File: src/rtl/smbox_pkg.sv
package smbox_pkg;

  localparam int MAX_MBOX = 8;
  localparam int DATA_W   = 32;
  localparam int STAT_W   = 2 * MAX_MBOX;
  localparam int FULL_BIT = DATA_W - 1;

  // register map, byte addresses
  localparam logic [31:0] A_MASK_BASE = 32'h0000_0100;
  localparam logic [31:0] A_STATUS    = 32'h0000_0304;
  localparam logic [31:0] A_DIMENSION = 32'h0000_0380;
  localparam int          WIN_SHIFT   = 15;
  localparam int          WIN_FIRST   = 2;   // 0x10000 >> 15
  localparam logic [14:0] OFS_WORD    = 15'h0000;
  localparam logic [14:0] OFS_FULL_EN = 15'h0004;
  localparam logic [14:0] OFS_EMPT_EN = 15'h0008;

  typedef struct packed {
    logic full_req;
    logic empty_req;
  } slot_req_t;

endpackage

File: src/rtl/smbox_slot.sv
module smbox_slot
  import smbox_pkg::*;
#(
  parameter bit PER_MB_IE = 1'b1
) (
  input  logic              clk,
  input  logic              rst_n,
  input  logic              wr_word_i,
  input  logic              wr_fen_i,
  input  logic              wr_een_i,
  input  logic [DATA_W-1:0] wdata_i,
  output logic [DATA_W-1:0] word_o,
  output logic              fen_o,
  output logic              een_o,
  output slot_req_t         req_o
);

  logic [DATA_W-1:0] word_q, word_d;
  logic              fen_q, fen_d;
  logic              een_q, een_d;

  // next state
  always_comb begin
    word_d = word_q;
    fen_d  = fen_q;
    een_d  = een_q;
    if (wr_word_i) word_d = wdata_i;
    if (wr_fen_i)  fen_d  = wdata_i[0];
    if (wr_een_i)  een_d  = wdata_i[0];
  end

  // registers with explicit clock enables
  always_ff @(posedge clk or negedge rst_n) begin
    if (!rst_n) begin
      word_q <= '0;
      fen_q  <= 1'b0;
      een_q  <= 1'b0;
    end else begin
      if (wr_word_i) word_q <= word_d;
      if (wr_fen_i)  fen_q  <= fen_d;
      if (wr_een_i)  een_q  <= een_d;
    end
  end

  assign word_o = word_q;
  assign fen_o  = fen_q;
  assign een_o  = een_q;

  generate
    if (PER_MB_IE) begin : g_gated
      assign req_o.full_req  =  word_q[FULL_BIT] & fen_q;
      assign req_o.empty_req = ~word_q[FULL_BIT] & een_q;
    end else begin : g_ungated
      assign req_o.full_req  =  word_q[FULL_BIT];
      assign req_o.empty_req = ~word_q[FULL_BIT];
    end
  endgenerate

  p_word_lands_r2: assert property (@(posedge clk) disable iff (!rst_n)
    wr_word_i |=> word_o == $past(wdata_i));

  p_word_holds_r2: assert property (@(posedge clk) disable iff (!rst_n)
    !wr_word_i |=> $stable(word_o));

  p_release_clears_r3: assert property (@(posedge clk) disable iff (!rst_n)
    (wr_word_i && wdata_i == '0) |=> (!req_o.full_req && word_o == '0));

endmodule

File: src/rtl/smbox_irq_agg.sv
module smbox_irq_agg
  import smbox_pkg::*;
#(
  parameter int NUM_IRQ = 4
) (
  input  logic               clk,
  input  logic               rst_n,
  input  logic [STAT_W-1:0]  status_i,
  input  logic               wr_mask_i,
  input  logic [5:0]         mask_idx_i,
  input  logic [STAT_W-1:0]  wdata_i,
  output logic [STAT_W-1:0]  mask_rd_o,
  output logic [NUM_IRQ-1:0] irq_o
);

  logic [STAT_W-1:0]  mask_q [NUM_IRQ];
  logic [NUM_IRQ-1:0] irq_d, irq_q;

  generate
    for (genvar n = 0; n < NUM_IRQ; n++) begin : g_out
      logic              mask_we;
      logic [STAT_W-1:0] mask_d;

      assign mask_we  = wr_mask_i && (mask_idx_i == 6'(n));
      assign mask_d   = wdata_i;
      assign irq_d[n] = |(status_i & mask_q[n]);

      always_ff @(posedge clk or negedge rst_n) begin
        if (!rst_n)       mask_q[n] <= '0;
        else if (mask_we) mask_q[n] <= mask_d;
      end

      p_irq_lag_r6: assert property (@(posedge clk) disable iff (!rst_n)
        irq_o[n] == $past(|(status_i & mask_q[n])));

      p_irq_cause_r6: assert property (@(posedge clk) disable iff (!rst_n)
        $rose(irq_o[n]) |-> $past(status_i != '0));
    end
  endgenerate

  always_ff @(posedge clk or negedge rst_n) begin
    if (!rst_n) irq_q <= '0;
    else        irq_q <= irq_d;
  end

  always_comb begin
    mask_rd_o = '0;
    for (int n = 0; n < NUM_IRQ; n++)
      if (mask_idx_i == 6'(n)) mask_rd_o = mask_q[n];
  end

  assign irq_o = irq_q;

endmodule

File: src/rtl/smbox_array.sv
module smbox_array
  import smbox_pkg::*;
#(
  parameter int NUM_MBOX  = 8,
  parameter int NUM_IRQ   = 4,
  parameter int NUM_SEMA  = 0,
  parameter bit PER_MB_IE = 1'b1,
  parameter int ADDR_W    = 20
) (
  input  logic               clk,
  input  logic               rst_n,
  input  logic [ADDR_W-1:0]  bus_addr,
  input  logic [31:0]        bus_wdata,
  input  logic               bus_we,
  output logic [31:0]        bus_rdata,
  output logic [NUM_IRQ-1:0] irq_o
);

  localparam int WIN_W = ADDR_W - WIN_SHIFT;
  localparam logic [WIN_W-1:0] WIN_LO = WIN_W'(WIN_FIRST);
  localparam logic [WIN_W-1:0] WIN_HI = WIN_W'(WIN_FIRST + NUM_MBOX);
  localparam logic [31:0] DIM_WORD = {24'h0, 4'(NUM_SEMA), 4'(NUM_MBOX)};

  // reset: asserted asynchronously, released on a clock edge
  logic rst_meta, rst_s;
  always_ff @(posedge clk or negedge rst_n) begin
    if (!rst_n) begin
      rst_meta <= 1'b0;
      rst_s    <= 1'b0;
    end else begin
      rst_meta <= 1'b1;
      rst_s    <= rst_meta;
    end
  end

  // address decode
  logic [WIN_W-1:0] win, mb_sel;
  logic [14:0]      wofs;
  logic             in_win, hit_word, hit_fen, hit_een;
  logic             hit_mask, hit_stat, hit_dim;

  assign win      = bus_addr[ADDR_W-1:WIN_SHIFT];
  assign wofs     = bus_addr[14:0];
  assign mb_sel   = win - WIN_LO;
  assign in_win   = (win >= WIN_LO) && (win < WIN_HI);
  assign hit_word = in_win && (wofs == OFS_WORD);
  assign hit_fen  = PER_MB_IE && in_win && (wofs == OFS_FULL_EN);
  assign hit_een  = PER_MB_IE && in_win && (wofs == OFS_EMPT_EN);
  assign hit_mask = (bus_addr[ADDR_W-1:8] == (ADDR_W-8)'(A_MASK_BASE >> 8)) &&
                    (bus_addr[1:0] == 2'b00) &&
                    (32'(bus_addr[7:2]) < NUM_IRQ);
  assign hit_stat = (bus_addr == ADDR_W'(A_STATUS));
  assign hit_dim  = (bus_addr == ADDR_W'(A_DIMENSION));

  // mailbox slots
  logic [DATA_W-1:0] word_arr [NUM_MBOX];
  logic              fen_arr  [NUM_MBOX];
  logic              een_arr  [NUM_MBOX];
  slot_req_t         req_arr  [NUM_MBOX];

  generate
    for (genvar i = 0; i < NUM_MBOX; i++) begin : g_slot
      logic mine;
      assign mine = bus_we && (mb_sel == WIN_W'(i));

      smbox_slot #(.PER_MB_IE(PER_MB_IE)) u_slot (
        .clk       (clk),
        .rst_n     (rst_s),
        .wr_word_i (mine && hit_word),
        .wr_fen_i  (mine && hit_fen),
        .wr_een_i  (mine && hit_een),
        .wdata_i   (bus_wdata),
        .word_o    (word_arr[i]),
        .fen_o     (fen_arr[i]),
        .een_o     (een_arr[i]),
        .req_o     (req_arr[i])
      );
    end
  endgenerate

  // status aggregation: empty in the low byte, full in the next
  logic [STAT_W-1:0] status_w;
  always_comb begin
    status_w = '0;
    for (int i = 0; i < NUM_MBOX; i++) begin
      status_w[i]            = req_arr[i].empty_req;
      status_w[MAX_MBOX + i] = req_arr[i].full_req;
    end
  end

  logic [STAT_W-1:0] mask_rd;
  smbox_irq_agg #(.NUM_IRQ(NUM_IRQ)) u_agg (
    .clk        (clk),
    .rst_n      (rst_s),
    .status_i   (status_w),
    .wr_mask_i  (bus_we && hit_mask),
    .mask_idx_i (bus_addr[7:2]),
    .wdata_i    (bus_wdata[STAT_W-1:0]),
    .mask_rd_o  (mask_rd),
    .irq_o      (irq_o)
  );

  // read mux
  always_comb begin
    bus_rdata = '0;
    if (hit_stat) bus_rdata = 32'(status_w);
    if (hit_dim)  bus_rdata = DIM_WORD;
    if (hit_mask) bus_rdata = 32'(mask_rd);
    for (int i = 0; i < NUM_MBOX; i++) begin
      if (mb_sel == WIN_W'(i)) begin
        if (hit_word) bus_rdata = word_arr[i];
        if (hit_fen)  bus_rdata = {31'h0, fen_arr[i]};
        if (hit_een)  bus_rdata = {31'h0, een_arr[i]};
      end
    end
  end

  p_quiet_after_reset_r1: assert property (@(posedge clk) disable iff (!rst_s)
    $rose(rst_s) |-> (irq_o == '0 && status_w[STAT_W-1:MAX_MBOX] == '0));

  p_unmapped_reads_zero_r9: assert property (@(posedge clk) disable iff (!rst_s)
    !(hit_word || hit_fen || hit_een || hit_mask || hit_stat || hit_dim)
      |-> bus_rdata == '0);

  p_status_upper_zero_r4: assert property (@(posedge clk) disable iff (!rst_s)
    hit_stat |-> bus_rdata[31:STAT_W] == '0);

endmodule

File: config.mk
export PLATFORM = sky130hd
export DESIGN_NAME = smbox_array
export DESIGN_NICKNAME = d
export VERILOG_FILES = /design/src/rtl/smbox_pkg.sv /design/src/rtl/smbox_slot.sv /design/src/rtl/smbox_irq_agg.sv /design/src/rtl/smbox_array.sv
export SDC_FILE = /design/constraint.sdc
export NUM_CORES = 1
export LEC_CHECK = 0
export BUFFER_PORTS_ARGS = -buffer_cell sky130_fd_sc_hd__buf_2
export CAP_MARGIN = 20
export CORE_MARGIN = 5
export CORE_UTILIZATION = 39
export DETAILED_ROUTE_END_ITERATION = 8
export GPL_ROUTABILITY_DRIVEN = 0
export PLACE_DENSITY = 0.62
export SLEW_MARGIN = 0
export SYNTH_ARGS = -nofsm -noshare
export SYNTH_HDL_FRONTEND = slang
export SYNTH_SLANG_ARGS = --single-unit
File: constraint.sdc
create_clock -name clk -period 9.51 [get_ports clk]
set_clock_uncertainty 0.2 [all_clocks]
set_input_delay 1.902 -clock clk [delete_from_list [all_inputs] [get_ports clk]]
set_output_delay 1.902 -clock clk [all_outputs]
set_load 0.05 [all_outputs]
# After elaboration in Yosys (flattened, before gate mapping)
# Index checks and enable logic that the tools add are counted.
[classes]
n_lt_le_gt_ge = 3
add_sub_neg = 1
reduce_logical = 51
bitwise = 28
mux = 39
n_eq_ne = 15
[op_table]
columns = ["op", "n"]
rows = [
  ["$mux 32", 32],
  ["$mux 16", 7],
  ["$and 16x16->16", 4],
  ["$reduce_or 16->1", 4],
  ["$logic_and 1x1->1", 43],
  ["$eq 20x10->1 const B", 2],
  ["$eq 5x3->1 const B", 4],
  ["$and 1x1->1", 16],
  ["$eq 15x3->1 const B", 1],
  ["$eq 15x4->1 const B", 1],
  ["$logic_not 15->1", 1],
  ["$eq 12x1->1 const B", 1],
  ["$eq 6x2->1 const B", 2],
  ["$eq 5x2->1 const B", 2],
  ["$not 1->1", 8],
  ["$eq 6x1->1 const B", 1],
  ["$logic_not 6->1", 1],
  ["$lt 6x3->1 const B", 1],
  ["$eq 5x1->1 const B", 1],
  ["$ge 5x2->1 const B", 1],
  ["$logic_not 5->1", 1],
  ["$lt 5x4->1 const B", 1],
  ["$sub 5x2->5 const B", 1],
  ["$logic_not 2->1", 1],
]
[word_totals]
regBits = 342
word_cells = 168
out_inout_bits = 36
input_bits = 55

# Longest topological paths before layout
[depth]
depth_word = 38
depth_mapped = 12
mapped_depth_nobuf = 8

# Cells and area by module
# Synthesis repeated with hierarchy kept, for this count alone.
[hier_totals]
hier_cells = 1243
hier_area_um2 = 17708.2
[by_module_without_submodules]
columns = ["mod", "area_each_um2", "seq_area_each_um2", "cells_each", "instances"]
rows = [
  ["smbox_slot", 1430.1, 850.8, 74, 8],
  ["smbox_irq_agg", 3354.5, 1701.6, 219, 1],
  ["smbox_array", 2912.8, 50.0, 432, 1],
]

# Least setup slack after synthesis
# No wires, ideal clock.
[synth_path]
path_type = "input -> output"
startpoint = "in bus_addr[12]"
endpoint = "out bus_rdata[0]"
path_buffers = 1
path_slack_ns = 2.233
arrival_ns = 5.175
cell_stages = 6
t_required_ns = 7.408
cell_sequence = "or4_1 or2_1 buf_4 o31ai_1 o211ai_1 o311ai_0"
[synth_via]
elab_chain_len = 36
word_cells_on_any_way = 46
cone_classes = "eq/ne (5); mux (35); reduce/logical (6)"
[synth_lines]
columns = ["item", "line", "source"]
rows = [
  ["start, declared", "smbox_array.sv:12", "input logic [ADDR_W-1:0] bus_addr,"],
  ["$eq 20x10->1 or $eq 12x1->1 (tied branches)", "smbox_array.sv:52, smbox_array.sv:49", ""],
  ["$mux 16 or $logic_and 1x1->1 (tied branches)", "smbox_array.sv:106, smbox_array.sv:49", ""],
  ["$mux 16 or $logic_and 1x1->1 (tied branches)", "smbox_array.sv:107, smbox_array.sv:50", ""],
  ["$mux 16", "smbox_array.sv:108", "if (hit_mask) bus_rdata = 32'(mask_rd);"],
  ["$mux 32", "smbox_array.sv:111", "if (hit_word) bus_rdata = word_arr[i];"],
  ["$mux 32", "smbox_array.sv:112", "if (hit_fen) bus_rdata = {31'h0, fen_arr[i]};"],
  ["$mux 32", "smbox_array.sv:113", "if (hit_een) bus_rdata = {31'h0, een_arr[i]};"],
  ["$mux 32", "smbox_array.sv:110", "if (mb_sel == WIN_W'(i)) begin"],
  ["[20 not listed]", "--", ""],
  ["$mux 32", "smbox_array.sv:111", ""],
  ["$mux 32", "smbox_array.sv:112", ""],
  ["$mux 32", "smbox_array.sv:113", ""],
  ["$mux 32", "smbox_array.sv:110", ""],
  ["$mux 32", "smbox_array.sv:111", ""],
  ["$mux 32", "smbox_array.sv:112", ""],
  ["$mux 32", "smbox_array.sv:113", ""],
  ["$mux 32 (*)", "smbox_array.sv:110", ""],
  ["end, declared", "smbox_array.sv:15", "output logic [31:0] bus_rdata,"],
]
# Every way passes the cells marked *; elsewhere a longest branch is shown, timed or not.

# Worst setup path in the final report
[layout_path]
startpoint = "in bus_addr[12]"
endpoint = "out bus_rdata[14]"
# The elaborated chain is that of the path after synthesis.

==> reports/metrics.json <==
{
  "clock_network": {
    "cts_resized": 0,
    "path_clk_slew_ns": 0.06,
    "cts.repair_timing.setup_buffer_count": 0,
    "clock_insertion_delay_worst_skew_ns": 0.53,
    "number_of_h_tree_branching_levels": 2,
    "clock_tree_from_tritoncts": "yes",
    "clock-root-buffer": "clkbuf_16",
    "cts_buffers": 38,
    "cts.path.max_buffers": 3,
    "postCtsHoldBufs": 0,
    "cts.sinks": 342
  },
  "logic_synthesis": {
    "synth_area_leader_cell": "dfrtp_1",
    "synth-edff-count": 0,
    "yosys_most_used_dff": "dfrtp_1",
    "ys_seq_elements": 342,
    "yosysWarningCount": 0,
    "ys_async_sr_fraction_pct": 100.0,
    "post_synth_num_cell_types": 66,
    "post_synth.cell_area_avg_um2": 12.29,
    "post_synth_inst_count": 1357,
    "post_synth_main_area_contributors": "dfrtp_1 51%, mux2_2 23%, a22oi_1 2.4%",
    "postSynthNetCount": 1414,
    "synth_top_cell_area_share_pct": 51.30,
    "synth_sequential_area_ratio_pct": 51.30,
    "synth_area_um2": 16680
  },
  "setup_path": {
    "worst_ep_arrival_time_ns": 5.58,
    "cp-end-kind": "primary output",
    "critical-path-top-delay-family": "simple AND/OR/NAND/NOR gates",
    "timing.critical_path.mode_cell": "buf_2",
    "path_buf_inv": 2,
    "startpoint_type": "primary input",
    "cpMaxStageDelayCell": "or4_2",
    "setup.worst_path.class": "primary input to primary output",
    "worst_path_cell_chain": "buf_2 > or4_1 > or2_1 > or4_2 > a21boi_1 > nand2_1 > a32o_1 > buf_2",
    "crit_required_ns": 7.41,
    "worst-path-max-fanout": 28,
    "max_stage_delay_ns": 1.08
  },
  "die": {
    "fp.dieW_um": 216.8,
    "initial_core_util_pct": 39.59,
    "top_level_ports": 91,
    "die_area_um2": 47010,
    "die-height_um": 216.8,
    "core_area_um2": 42130,
    "number_of_placement_rows": 75
  },
  "finish": {
    "ratio_of_cells_with_drive_above_1_in_the_final_layout_pct": 37.90,
    "syn2layout_area_growth_pct": 13.45,
    "post_route_insts_no_fill": 1979,
    "layout.nets": 1469
  },
  "routing": {
    "drt_drc_violations_left": 0,
    "route.antenna.remaining_nets": 0,
    "vias_per_cell": 6.102,
    "detail_route.wl_per_cell_um": 25.11,
    "wire_length_after_detailed_routing_mm": 49.70,
    "dr.pass1.iters": 8,
    "detail_route.iter0.violations": 1104,
    "dr_total_vias": 12080
  },
  "placed_design": {
    "place_hpwl_mm": 32.30,
    "port_buffers": 90,
    "placed_cells_incl_taps": 1909
  },
  "global_route": {
    "first_global_vias": 12330,
    "grtUsageTotal_pct": 20.70,
    "pin_count_of_the_biggest_net_entering_global_routing": 85,
    "gr-total-overflow": 0,
    "grt_antenna_before_repair": 3,
    "global_route_wire_length_before_repair_mm": 75.96
  },
  "timing": {
    "worstMarginPinSlew_ns": 1.165,
    "min_period_over_period_pct": 80.78,
    "rsz0062_at_grt": "no",
    "final-hold-violation-count": 0,
    "relSlewSlack_pct": 22.05,
    "final_report_setup_violation_count": 0,
    "maxClockFrequency_mhz": 130.2,
    "report.final.slew_viol_count": 0,
    "finalSetupTns_ns": 0,
    "min_period_ns": 7.682
  },
  "run_status": {
    "run_status": "complete, no violations"
  },
  "power_and_ir_drop": {
    "static-leakage-power_nw": 9.166,
    "vdd_ir_drop_max_v": 0.0001305,
    "power.density_cell_area_nw_per_um2": 162.0
  },
  "min_path": {
    "min-delay-path-class": "flip-flop to flip-flop"
  },
  "flow_run": {
    "number_of_max_cap_violations": 0
  }
}
## power breakdown
group          internal (mW)  total (mW)  switching [mW]
Combinational         0.0279       0.120          0.0922
Sequential              1.46        1.46         0.00483
Clock                  0.885        1.49           0.601
Total                   2.37        3.07           0.698
## worst paths after layout
kind	startpoint	endpoint	slack, ns	depth (start not counted)
worst max register to register	rst_s$_DFF_PN0_	g_slot[2].u_slot.word_o[0]$_DFFE_PN0P_	6.72	2
min in group asynchronous	rst_s$_DFF_PN0_	g_slot[7].u_slot.word_o[20]$_DFFE_PN0P_	0.21	0
max in group asynchronous	rst_s$_DFF_PN0_	g_slot[2].u_slot.word_o[0]$_DFFE_PN0P_	6.72	2
worst min register to register	rst_meta$_DFF_PN0_	rst_s$_DFF_PN0_	0.15	0
worst max-delay path	bus_addr[12]	bus_rdata[14]	1.83	8
worst min-delay path	rst_meta$_DFF_PN0_	rst_s$_DFF_PN0_	0.15	0
## placed cells by master, fill, tap and decap left out, types with 9 or more instances in the layout
| cell type | count |
|---|---|
| nand4_1 | 16 |
| a21oi_1 | 54 |
| o21ai_1 | 9 |
| o211ai_1 | 11 |
| a32o_1 | 10 |
| nand3_1 | 14 |
| a211oi_1 | 12 |
| mux2_2 | 336 |
| nor2_1 | 56 |
| o32ai_1 | 10 |
| mux2i_1 | 37 |
| nor2b_1 | 25 |
| buf_4 | 29 |
| clkbuf_16 | 39 |
| o31ai_1 | 9 |
| dfrtp_1 | 341 |
| a31oi_1 | 21 |
| o21ai_0 | 20 |
| a22oi_1 | 54 |
| nor3_1 | 9 |
| buf_2 | 90 |
| clkinv_2 | 9 |
| a221oi_1 | 23 |
| nand2_1 | 46 |
| a22o_1 | 17 |
## routing by layer
metal  up-vias  share of wire [%]  GRT usage (%)
met2       450                 47          33.02
met5         -              0.026              0
li1       5254                  -              -
met3       130                5.9          3.544
met1      6240                 42          27.88
met4         2                4.6          9.353
## per-stage QoR
step           power (mW)  instance area [um^2]  setup slack (ns)  util, %  hold WS [ns]
6_report            3.067                 18930             1.828    44.92        0.1522
5_1_grt             3.169                 18920             1.731    44.91        0.1652
4_1_cts             3.096                 18880             1.859    44.81        0.1552
3_5_place_dp        1.607                 17640             1.874    41.87        0.1419
3_3_place_gp        1.606                 17600             1.925    41.76        0.1339
2_1_floorplan       1.554                 16680             2.233        -        0.1311
## synth_stat cells (4+ instances only)
cell,instances
clkbuf_1,60
o211ai_1,11
o21a_1,7
a22o_1,17
mux2i_1,37
a31oi_1,21
a22oi_1,54
o21ai_1,9
mux2_2,336
a21o_1,5
a21oi_1,54
nor4_2,5
a2bb2oi_1,6
o32ai_1,10
nand2_1,50
a222oi_1,7
o21ai_0,20
a221oi_1,23
mux4_2,4
nor3_1,9
nand4_1,16
o31ai_1,9
nor2b_1,25
inv_1,5
or4_1,4
a211oi_1,12
nor2_1,56
buf_4,7
o22ai_1,5
o31a_1,5
buf_2,19
a32o_1,10
and2_1,8
dfrtp_1,342
buf_1,19
nand2b_1,6
nand3_1,16
nor4_1,4
## kinds of logic (layout without fill, tap and decap cells)
logic type,Yosys count,after routing,synth area share [%]
adders and majority gates,2,2,0.1500
xor gates and xnor gates,3,3,0.1575
muxes,380,380,25.64
and+or+nand+nor,213,213,6.660
DFF,342,342,51.30
AOI/OAI and AO/OA,302,302,13.07
buffers and inverters,114,195,3.000
other,1,3,0.02248
## layout make-up
| cell class | count | area, um^2 |
|---|---|---|
| flip-flops and latches | 342 | 8562 |
| diodes | 2 | 5.005 |
| clock buffers | 50 | 1047 |
| fillers | 3877 | 23210 |
| clock inverters | 16 | 190.2 |
| inverters | 6 | 22.52 |
| multi-input cells | 901 | 7669 |
| repair buffers | 123 | 755.7 |
| well taps | 539 | 674.4 |
## registers in the layout (all words and copies together) (netlist names)
signal / count
g_slot.u_slot.een_o: 8
g_slot.u_slot.fen_o: 8
g_slot.u_slot.word_o: 256
rst_meta: 1
rst_s: 1
u_agg.irq_o: 4
u_agg.mask_q: 64
No activity file was read; power rests on OpenSTA's default activity.
